[src/rtl/i2c_mon_pkg.sv]
package i2c_mon_pkg;
  localparam int DATA_W = 8;
  localparam int WORD_W = DATA_W + 3;

  typedef struct packed {
    logic              nack;
    logic              rstart;
    logic              start;
    logic [DATA_W-1:0] data;
  } cap_word_t;
endpackage

[src/rtl/i2c_mon_sync.sv]
module i2c_mon_sync #(
  parameter int WIDTH  = 2,
  parameter int STAGES = 2
) (
  input  logic             clk,
  input  logic             rst,
  input  logic [WIDTH-1:0] d,
  output logic [WIDTH-1:0] q
);
  // Idle I2C lines rest high, so the chain resets to 1.
  for (genvar i = 0; i < WIDTH; i++) begin : g_bit
    logic [STAGES-1:0] chain;
    always_ff @(posedge clk) begin
      if (rst) chain <= '1;
      else     chain <= {chain[STAGES-2:0], d[i]};
    end
    assign q[i] = chain[STAGES-1];
  end
endmodule

[src/rtl/i2c_mon_cond.sv]
module i2c_mon_cond (
  input  logic clk,
  input  logic rst,
  input  logic scl_s,
  input  logic sda_s,
  output logic scl_rise,
  output logic start_ev,
  output logic stop_ev
);
  logic scl_d, sda_d;

  always_ff @(posedge clk) begin
    if (rst) begin
      scl_d <= 1'b1;
      sda_d <= 1'b1;
    end else begin
      scl_d <= scl_s;
      sda_d <= sda_s;
    end
  end

  assign scl_rise = scl_s & ~scl_d;
  assign start_ev = scl_s & scl_d & sda_d & ~sda_s;
  assign stop_ev  = scl_s & scl_d & ~sda_d & sda_s;
endmodule

[src/rtl/i2c_mon_framer.sv]
module i2c_mon_framer
  import i2c_mon_pkg::*;
(
  input  logic      clk,
  input  logic      rst,
  input  logic      en,
  input  logic      scl_rise,
  input  logic      start_ev,
  input  logic      stop_ev,
  input  logic      sda_s,
  output logic      emit,
  output cap_word_t word,
  output logic      active
);
  localparam int CNT_W = $clog2(DATA_W + 1);

  logic              in_frame;
  logic [CNT_W-1:0]  bitcnt;
  logic [DATA_W-1:0] shreg;
  logic              tag_st, tag_rs;

  always_ff @(posedge clk) begin
    if (rst || !en) begin
      active   <= 1'b0;
      in_frame <= 1'b0;
      bitcnt   <= '0;
      shreg    <= '0;
      tag_st   <= 1'b0;
      tag_rs   <= 1'b0;
      emit     <= 1'b0;
      word     <= '0;
    end else begin
      emit <= 1'b0;
      if (start_ev) begin
        in_frame <= 1'b1;
        bitcnt   <= '0;
        tag_st   <= ~active;
        tag_rs   <= active;
        active   <= 1'b1;
      end else if (stop_ev) begin
        active   <= 1'b0;
        in_frame <= 1'b0;
        tag_st   <= 1'b0;
        tag_rs   <= 1'b0;
      end else if (scl_rise && in_frame) begin
        if (bitcnt == CNT_W'(DATA_W)) begin
          word   <= '{nack: sda_s, rstart: tag_rs, start: tag_st, data: shreg};
          emit   <= 1'b1;
          bitcnt <= '0;
          tag_st <= 1'b0;
          tag_rs <= 1'b0;
        end else begin
          shreg  <= {shreg[DATA_W-2:0], sda_s};
          bitcnt <= bitcnt + 1'b1;
        end
      end
    end
  end

  // a word never carries both start tags
  assert_one_start_tag_R3: assert property (@(posedge clk) disable iff (rst)
    emit |-> !(word.start && word.rstart));
  // a stop ends the transaction
  assert_stop_clears_active_R7: assert property (@(posedge clk) disable iff (rst)
    (en && stop_ev && !start_ev) |=> !active);
endmodule

[src/rtl/i2c_mon_hold.sv]
module i2c_mon_hold
  import i2c_mon_pkg::*;
(
  input  logic      clk,
  input  logic      rst,
  input  logic      emit,
  input  cap_word_t word_in,
  input  logic      rd,
  input  logic      ovf_clr,
  output cap_word_t word_q,
  output logic      ready,
  output logic      ovf
);
  always_ff @(posedge clk) begin
    if (rst) begin
      word_q <= '0;
      ready  <= 1'b0;
      ovf    <= 1'b0;
    end else begin
      if (emit) begin
        word_q <= word_in;
        ready  <= 1'b1;
      end else if (rd) begin
        ready  <= 1'b0;
      end
      if (emit && ready && !rd) ovf <= 1'b1;
      else if (ovf_clr)         ovf <= 1'b0;
    end
  end

  assert_ovf_on_lost_R6: assert property (@(posedge clk) disable iff (rst)
    (emit && ready && !rd) |=> ovf);
  assert_ovf_sticky_R6: assert property (@(posedge clk) disable iff (rst)
    (ovf && !ovf_clr) |=> ovf);
  assert_read_clears_R5: assert property (@(posedge clk) disable iff (rst)
    (rd && !emit) |=> !ready);
  assert_emit_sets_R5: assert property (@(posedge clk) disable iff (rst)
    emit |=> ready);
endmodule

[src/rtl/i2c_bus_monitor.sv]
module i2c_bus_monitor
  import i2c_mon_pkg::*;
#(
  parameter int SYNC_STAGES = 2
) (
  input  logic              clk,
  input  logic              rst,
  input  logic              mon_en,
  input  logic              stretch_en,
  input  logic              scl_in,
  input  logic              sda_in,
  input  logic              rd_strobe,
  input  logic              ovf_clr,
  input  logic              idle_clr,
  output logic              scl_hold,
  output logic [WORD_W-1:0] cap_word,
  output logic              cap_ready,
  output logic              ovf_flag,
  output logic              bus_active,
  output logic              idle_flag
);
  logic [1:0] sync_q;
  logic       scl_s, sda_s;
  logic       scl_rise, start_ev, stop_ev;
  logic       emit;
  cap_word_t  fr_word, hold_word;
  logic       post_ack;

  i2c_mon_sync #(.WIDTH(2), .STAGES(SYNC_STAGES)) u_sync (
    .clk(clk), .rst(rst), .d({scl_in, sda_in}), .q(sync_q)
  );
  assign scl_s = sync_q[1];
  assign sda_s = sync_q[0];

  i2c_mon_cond u_cond (
    .clk(clk), .rst(rst), .scl_s(scl_s), .sda_s(sda_s),
    .scl_rise(scl_rise), .start_ev(start_ev), .stop_ev(stop_ev)
  );

  i2c_mon_framer u_framer (
    .clk(clk), .rst(rst), .en(mon_en), .scl_rise(scl_rise),
    .start_ev(start_ev), .stop_ev(stop_ev), .sda_s(sda_s),
    .emit(emit), .word(fr_word), .active(bus_active)
  );

  i2c_mon_hold u_hold (
    .clk(clk), .rst(rst), .emit(emit), .word_in(fr_word), .rd(rd_strobe),
    .ovf_clr(ovf_clr), .word_q(hold_word), .ready(cap_ready), .ovf(ovf_flag)
  );
  assign cap_word = hold_word;

  // Stretch control: armed after a byte's ACK, engaged only while SCL is low.
  always_ff @(posedge clk) begin
    if (rst || !mon_en) begin
      post_ack <= 1'b0;
      scl_hold <= 1'b0;
    end else begin
      if (emit)                                post_ack <= 1'b1;
      else if (rd_strobe || start_ev || stop_ev) post_ack <= 1'b0;
      scl_hold <= stretch_en && post_ack && cap_ready && !rd_strobe
                  && (scl_hold || !scl_s);
    end
  end

  always_ff @(posedge clk) begin
    if (rst)                     idle_flag <= 1'b0;
    else if (mon_en && stop_ev)  idle_flag <= 1'b1;
    else if (idle_clr)           idle_flag <= 1'b0;
  end

  assert_hold_needs_stretch_R10: assert property (@(posedge clk) disable iff (rst)
    scl_hold |-> $past(stretch_en && cap_ready));
  assert_no_capture_disabled_R9: assert property (@(posedge clk) disable iff (rst)
    !mon_en |=> !$rose(cap_ready));
  assert_idle_sticky_R8: assert property (@(posedge clk) disable iff (rst)
    (idle_flag && !idle_clr) |=> idle_flag);
endmodule

[config.mk]
export PLATFORM = sky130hd
export DESIGN_NAME = i2c_bus_monitor
export DESIGN_NICKNAME = d
export VERILOG_FILES = /design/src/rtl/i2c_mon_pkg.sv /design/src/rtl/i2c_mon_sync.sv /design/src/rtl/i2c_mon_cond.sv /design/src/rtl/i2c_mon_framer.sv /design/src/rtl/i2c_mon_hold.sv /design/src/rtl/i2c_bus_monitor.sv
export SDC_FILE = /design/constraint.sdc
export NUM_CORES = 1
export LEC_CHECK = 0
export BUFFER_PORTS_ARGS = -buffer_cell sky130_fd_sc_hd__buf_2
export CAP_MARGIN = 20
export CORE_MARGIN = 2
export CORE_UTILIZATION = 40
export CTS_BUF_LIST = sky130_fd_sc_hd__clkbuf_16
export CTS_CLUSTER_DIAMETER = 200
export DETAILED_ROUTE_END_ITERATION = 8
export PLACE_DENSITY = 0.67
export SYNTH_ARGS = -nofsm -noshare
export SYNTH_HDL_FRONTEND = slang
export SYNTH_HIERARCHICAL = 1
export SYNTH_SLANG_ARGS = --single-unit
[constraint.sdc]
create_clock -name clk -period 1.65 [get_ports clk]
set_input_delay 0.165 -clock clk [delete_from_list [all_inputs] [get_ports clk]]
set_output_delay 0.165 -clock clk [all_outputs]
set_load 0.01 [all_outputs]
After elaboration in Yosys (flattened, before gate mapping). Index checks and enable logic that the tools add are counted.

Bits in registers: 49. Bits of input ports: 9. Output and inout bits: 16. Logic and storage cells: 84.

$add $sub $neg: 1. Equality and inequality tests: 1. Mux-type cells: 17. Bitwise gates (word level): 14. Reductions and logical operators: 28.

Operators with widths (number): $mux W1 (16); $reduce_bool A2 Y1 (5); $logic_and A1 B1 Y1 (8); $not A1 Y1 (8); $reduce_and A4 Y1 (2); $and A1 B1 Y1 (6); $reduce_bool A3 Y1 (2); $add A4 B1 Y4 const B (1); $eq A4 B4 Y1 const B (1); $logic_or A1 B1 Y1 (4); $mux W4 (1); $reduce_and A2 Y1 (2); $reduce_or A4 Y1 (1); $logic_not A1 Y1 (3); $reduce_or A2 Y1 (1).

Logic depth before layout (Yosys ltp).
Word-level depth: 7. Gate-level depth with buffers: 7. Gate-level depth less buffers: 5.

Hierarchy. The synthesis kept the hierarchy.

By module, submodules not included: i2c_mon_framer (instances 1, cells each 131, area each 1131.1 um^2); i2c_mon_hold (instances 1, cells each 42, area each 459.2 um^2); i2c_bus_monitor (instances 1, cells each 13, area each 120.1 um^2); i2c_mon_sync (instances 1, cells each 10, area each 120.1 um^2); i2c_mon_cond (instances 1, cells each 7, area each 78.8 um^2).

Worst setup path before layout. OpenSTA, ideal clock, no wires.

Kind: reg-to-reg. Start point: reg u_sync.g_bit[0].chain[1]. End point: reg u_framer.shreg[0]. Library setup time: 132 ps. Data arrival time: 1316 ps. Path slack: 201 ps. Stages on the path, launching flop included: 8. Period minus slack after synthesis: 1449 ps. Path through: dfxtp_1 -> buf_4 -> and4b_1 -> and4bb_1 -> buf_6 -> buf_8 -> nand3_1 -> a21oi_1.

Longest elaborated chain between the ends: 4.

RTL lines: start, declared (RTL line i2c_mon_sync.sv:12) `logic [STAGES-1:0] chain;`; start signal, assigned (RTL line i2c_mon_sync.sv:15) `else chain <= {chain[STAGES-2:0], d[i]};`; $not A1 Y1 (RTL line i2c_mon_cond.sv:23) `assign start_ev = scl_s & scl_d & sda_d & ~sda_s;`; $and A1 B1 Y1 (RTL line i2c_mon_cond.sv:23); via start_ev (RTL line i2c_bus_monitor.sv:24) `logic scl_rise, start_ev, stop_ev;`; $not A1 Y1 (no line); $reduce_and A4 Y1 (no line); end signal, assigned (RTL line i2c_mon_framer.sv:53) `shreg <= {shreg[DATA_W-2:0], sda_s};`; end, declared (RTL line i2c_mon_framer.sv:19) `logic [DATA_W-1:0] shreg;`.

The timed path passes the listed nets, and every way through them passes these cells. A chain may end at the register's enable or synchronous reset.

Final worst setup path.
Start point: reg u_framer.bitcnt[0]. End point: reg u_framer.shreg[7].

Longest elaborated chain between the ends: 3.

RTL lines: start, declared (RTL line i2c_mon_framer.sv:18) `logic [CNT_W-1:0] bitcnt;`; start signal, assigned (RTL line i2c_mon_framer.sv:54) `bitcnt <= bitcnt + 1'b1;`; $eq A4 B4 Y1 (RTL line i2c_mon_framer.sv:46) `if (bitcnt == CNT_W'(DATA_W)) begin`; $not A1 Y1 (no line); $reduce_and A4 Y1 (no line).

Every way passes these cells.

==> impl_metrics.json <==
{
  "fin_util_pct": 47.84,
  "p_seq_share_pct": 53.9,
  "post_cts_buffers": 0,
  "gr-total-overflow": 0,
  "combinationalPowerShare_pct": 2.4,
  "cts_buffer_depth": 2,
  "dieWidth_um": 73.09,
  "die_area_mm2": 0.005342,
  "finalPower_mw": 2.215,
  "h-tree-depth": 2,
  "final_common_cell": "dfxtp_1",
  "hold_ws_ns": 0.05245,
  "post-route-drc-count": 0,
  "internal_power_mw": 1.767,
  "initial_core_util_pct": 40.97,
  "worstPathArrival_ns": 1.67,
  "rows": 25,
  "setup_tns_ns": 0,
  "cts_resized": 0,
  "hpwl_mm": 2.287,
  "p_switching_mw": 0.4484,
  "crit_type": "flip-flop to flip-flop",
  "cts_tree": "built",
  "drt_iter0_markers": 131,
  "final_layout_size_suffix_gt1_share_pct": 17.47,
  "n_antenna_cell": 0,
  "hold_start": "scl_in",
  "startpoint": "u_framer/bitcnt[0]",
  "hold_class": "input pin to flip-flop",
  "fin_crit_ns": 1.505,
  "post_drt_wl_per_cell_um": 12.29,
  "leakage_nw": 0.8074,
  "final_cell_mix": "dfxtp_1, a21oi_1, buf_2",
  "cap_violations": 0,
  "synth_cell_type_count": 32,
  "hold_viol": 0,
  "max_freq_ghz": 0.6643,
  "end_kind": "flip-flop",
  "crit_fanout": 19,
  "syn_area_mm2": 0.001909,
  "grt_pass1_vias": 1417,
  "peakVddDrop_mv": 0.3661,
  "vias_per_cell": 5.230,
  "routed_wirelength_mm": 3.477,
  "drtAntennaViolNets": 0,
  "grt_start_max_net_pins": 24,
  "cts_sinks": 49,
  "core-area_mm2": 0.004661,
  "cts-root-buf": "clkbuf_16",
  "syn_inst": 203,
  "finalSetupViolations": 0,
  "synthToLayoutAreaGrowth_pct": 16.78,
  "ys_warn_count": 6,
  "avgSynthCellArea_um2": 9.406,
  "ys_seq_area_share_pct": 51.38,
  "clockPowerShare_pct": 43.7,
  "synth_seq_cells": 49,
  "min_period_over_period_pct": 91.23,
  "status": "completed",
  "layout.nets": 239,
  "worst_slew_pin_slew_ns": 0.3096,
  "slew_headroom_pct": 79.31,
  "start_kind": "flip-flop",
  "grt_first_pass_wirelength_mm": 6.092,
  "path_clk_slew_ns": 0.06,
  "cts_made_buffers": 5,
  "sw_frac_of_total_pct": 20.24,
  "antenna_found_initial": 0,
  "reg2reg_from": "u_framer/bitcnt[0]",
  "via_count": 1480,
  "rsz0062_at_grt": "no",
  "final.setup_skew_ns": 0.002240,
  "dr.pass1.iters": 4,
  "port_buffers": 24,
  "ios": 25,
  "synthesis.nets": 214,
  "crit_required_ns": 1.81,
  "p_per_area_mw_per_mm2": 993.6,
  "grt_usage_pct": 14.44,
  "clock_latency_ns": 0.28,
  "fp.dieH_um": 73.09,
  "place.gp.congestion": 0.7148,
  "postCtsHoldBufs": 0,
  "drv_slew": 0
}
[layer usage]
| layer | routed length, um | global-route usage, % | share of wire (%) |
|---|---|---|---|
| met5 | 0 | 0 | 0 |
| met4 | 58 | 6.996 | 1.7 |
| met3 | 121 | 3.591 | 3.5 |
| met2 | 1568 | 22.92 | 45 |
| met1 | 1727 | 18.24 | 50 |
[sequential cells by signal, indices dropped and copies added, names as in the netlist]
signal and flops:
u_framer/tag_st 1, u_framer/in_frame 1, u_framer/bitcnt 4, u_hold/word_q 11, u_framer/tag_rs 1, post_ack 1, idle_flag 1, u_framer/word 11
u_hold/ovf 1, u_sync/g_bit.chain 4, u_framer/shreg 8, u_cond/scl_d 1, scl_hold 1, u_hold/ready 1, u_cond/sda_d 1, u_framer/emit 1
[per-stage QoR]
stage | instance area (um2) | setup slack (ns) | cells
CTS | 2230 | 0.1605 | 283
global placement | 2087 | 0.1817 | 275
floorplan | 1909 | 0.2013 | 203
detailed placement | 2087 | 0.1614 | 275
finish | 2230 | 0.1447 | 283
global route | 2230 | 0.006512 | 283
[worst max-delay path: stages, from the launching register on]
cell and delay [ns]:
dfxtp_1 0.40, inv_1 0.09, ha_1 0.24, and3b_1 0.19, buf_4 0.19, o21ai_0 0.19, a21oi_1 0.10
[synthesized netlist by cell type]
cell,count,area (um2)
dfxtp_1,49,980.9
a21oi_1,27,135.1
nand3_1,21,105.1
o21ai_0,20,100.1
nor2_1,15,56.30
mux2i_1,13,130.1
inv_1,6,22.52
or2_1,6,37.54
nand2b_1,5,31.28
buf_2,4,20.02
clkbuf_1,4,15.01
buf_4,3,22.52
nand2_1,3,11.26
and3b_1,2,17.52
and4b_1,2,20.02
buf_6,2,22.52
ha_1,2,25.02
nand4b_1,2,17.52
nor2b_1,2,12.51
nor3_1,2,10.01
o211ai_1,2,15.01
a311oi_1,1,8.760
a41oi_1,1,8.760
and4bb_1,1,12.51
buf_8,1,15.01
nand3b_1,1,7.510
nand4bb_1,1,11.26
o21ai_1,1,5.000
o31ai_1,1,7.510
or2_2,1,6.260
or3b_1,1,8.760
or4b_1,1,10.01
[path summary, 6_finish.rpt]
path,end,cells past startpoint,slack (ns)
min reg2reg,u_sync/g_bit[0].chain[1],1,0.40
max,u_framer/shreg[7],6,0.14
min,u_sync/g_bit[1].chain[0],2,0.05
max reg2reg,u_framer/shreg[7],6,0.14
[layout make-up]
class                           instances  area, um2
Multi-Input combinational cell        134      810.8
Clock inverter                          3      17.52
Clock buffer                            5      125.1
Inverter                                6      22.52
Tap cell                               54      67.56
Timing Repair Buffer                   32      205.2
Fill cell                             441       2431
Sequential cell                        49      980.9
[kinds of logic (layout without fill, tap and decap cells)]
family,count (synthesis),in the layout,synth area share [%]
buffers and inverters,20,46,6.159
adder cells (fa/ha/maj),2,2,1.310
flip-flops,49,49,51.38
AO/OA/AOI/OAI,53,53,14.68
multiplexers,13,13,6.815
AND/OR/NAND/NOR,66,66,19.66
[power by group through the flow]
stage | clock (mW) | sequential (mW) | combinational [mW]
finish | 0.969 | 1.19 | 0.0521
CTS | 1.00 | 1.19 | 0.0528
global placement | 0 | 1.22 | 0.0521
global route | 1.05 | 1.19 | 0.0589
detailed placement | 0 | 1.22 | 0.0526
floorplan | 0 | 1.22 | 0.0322
Note: power is estimated with default switching activity, not from simulation.
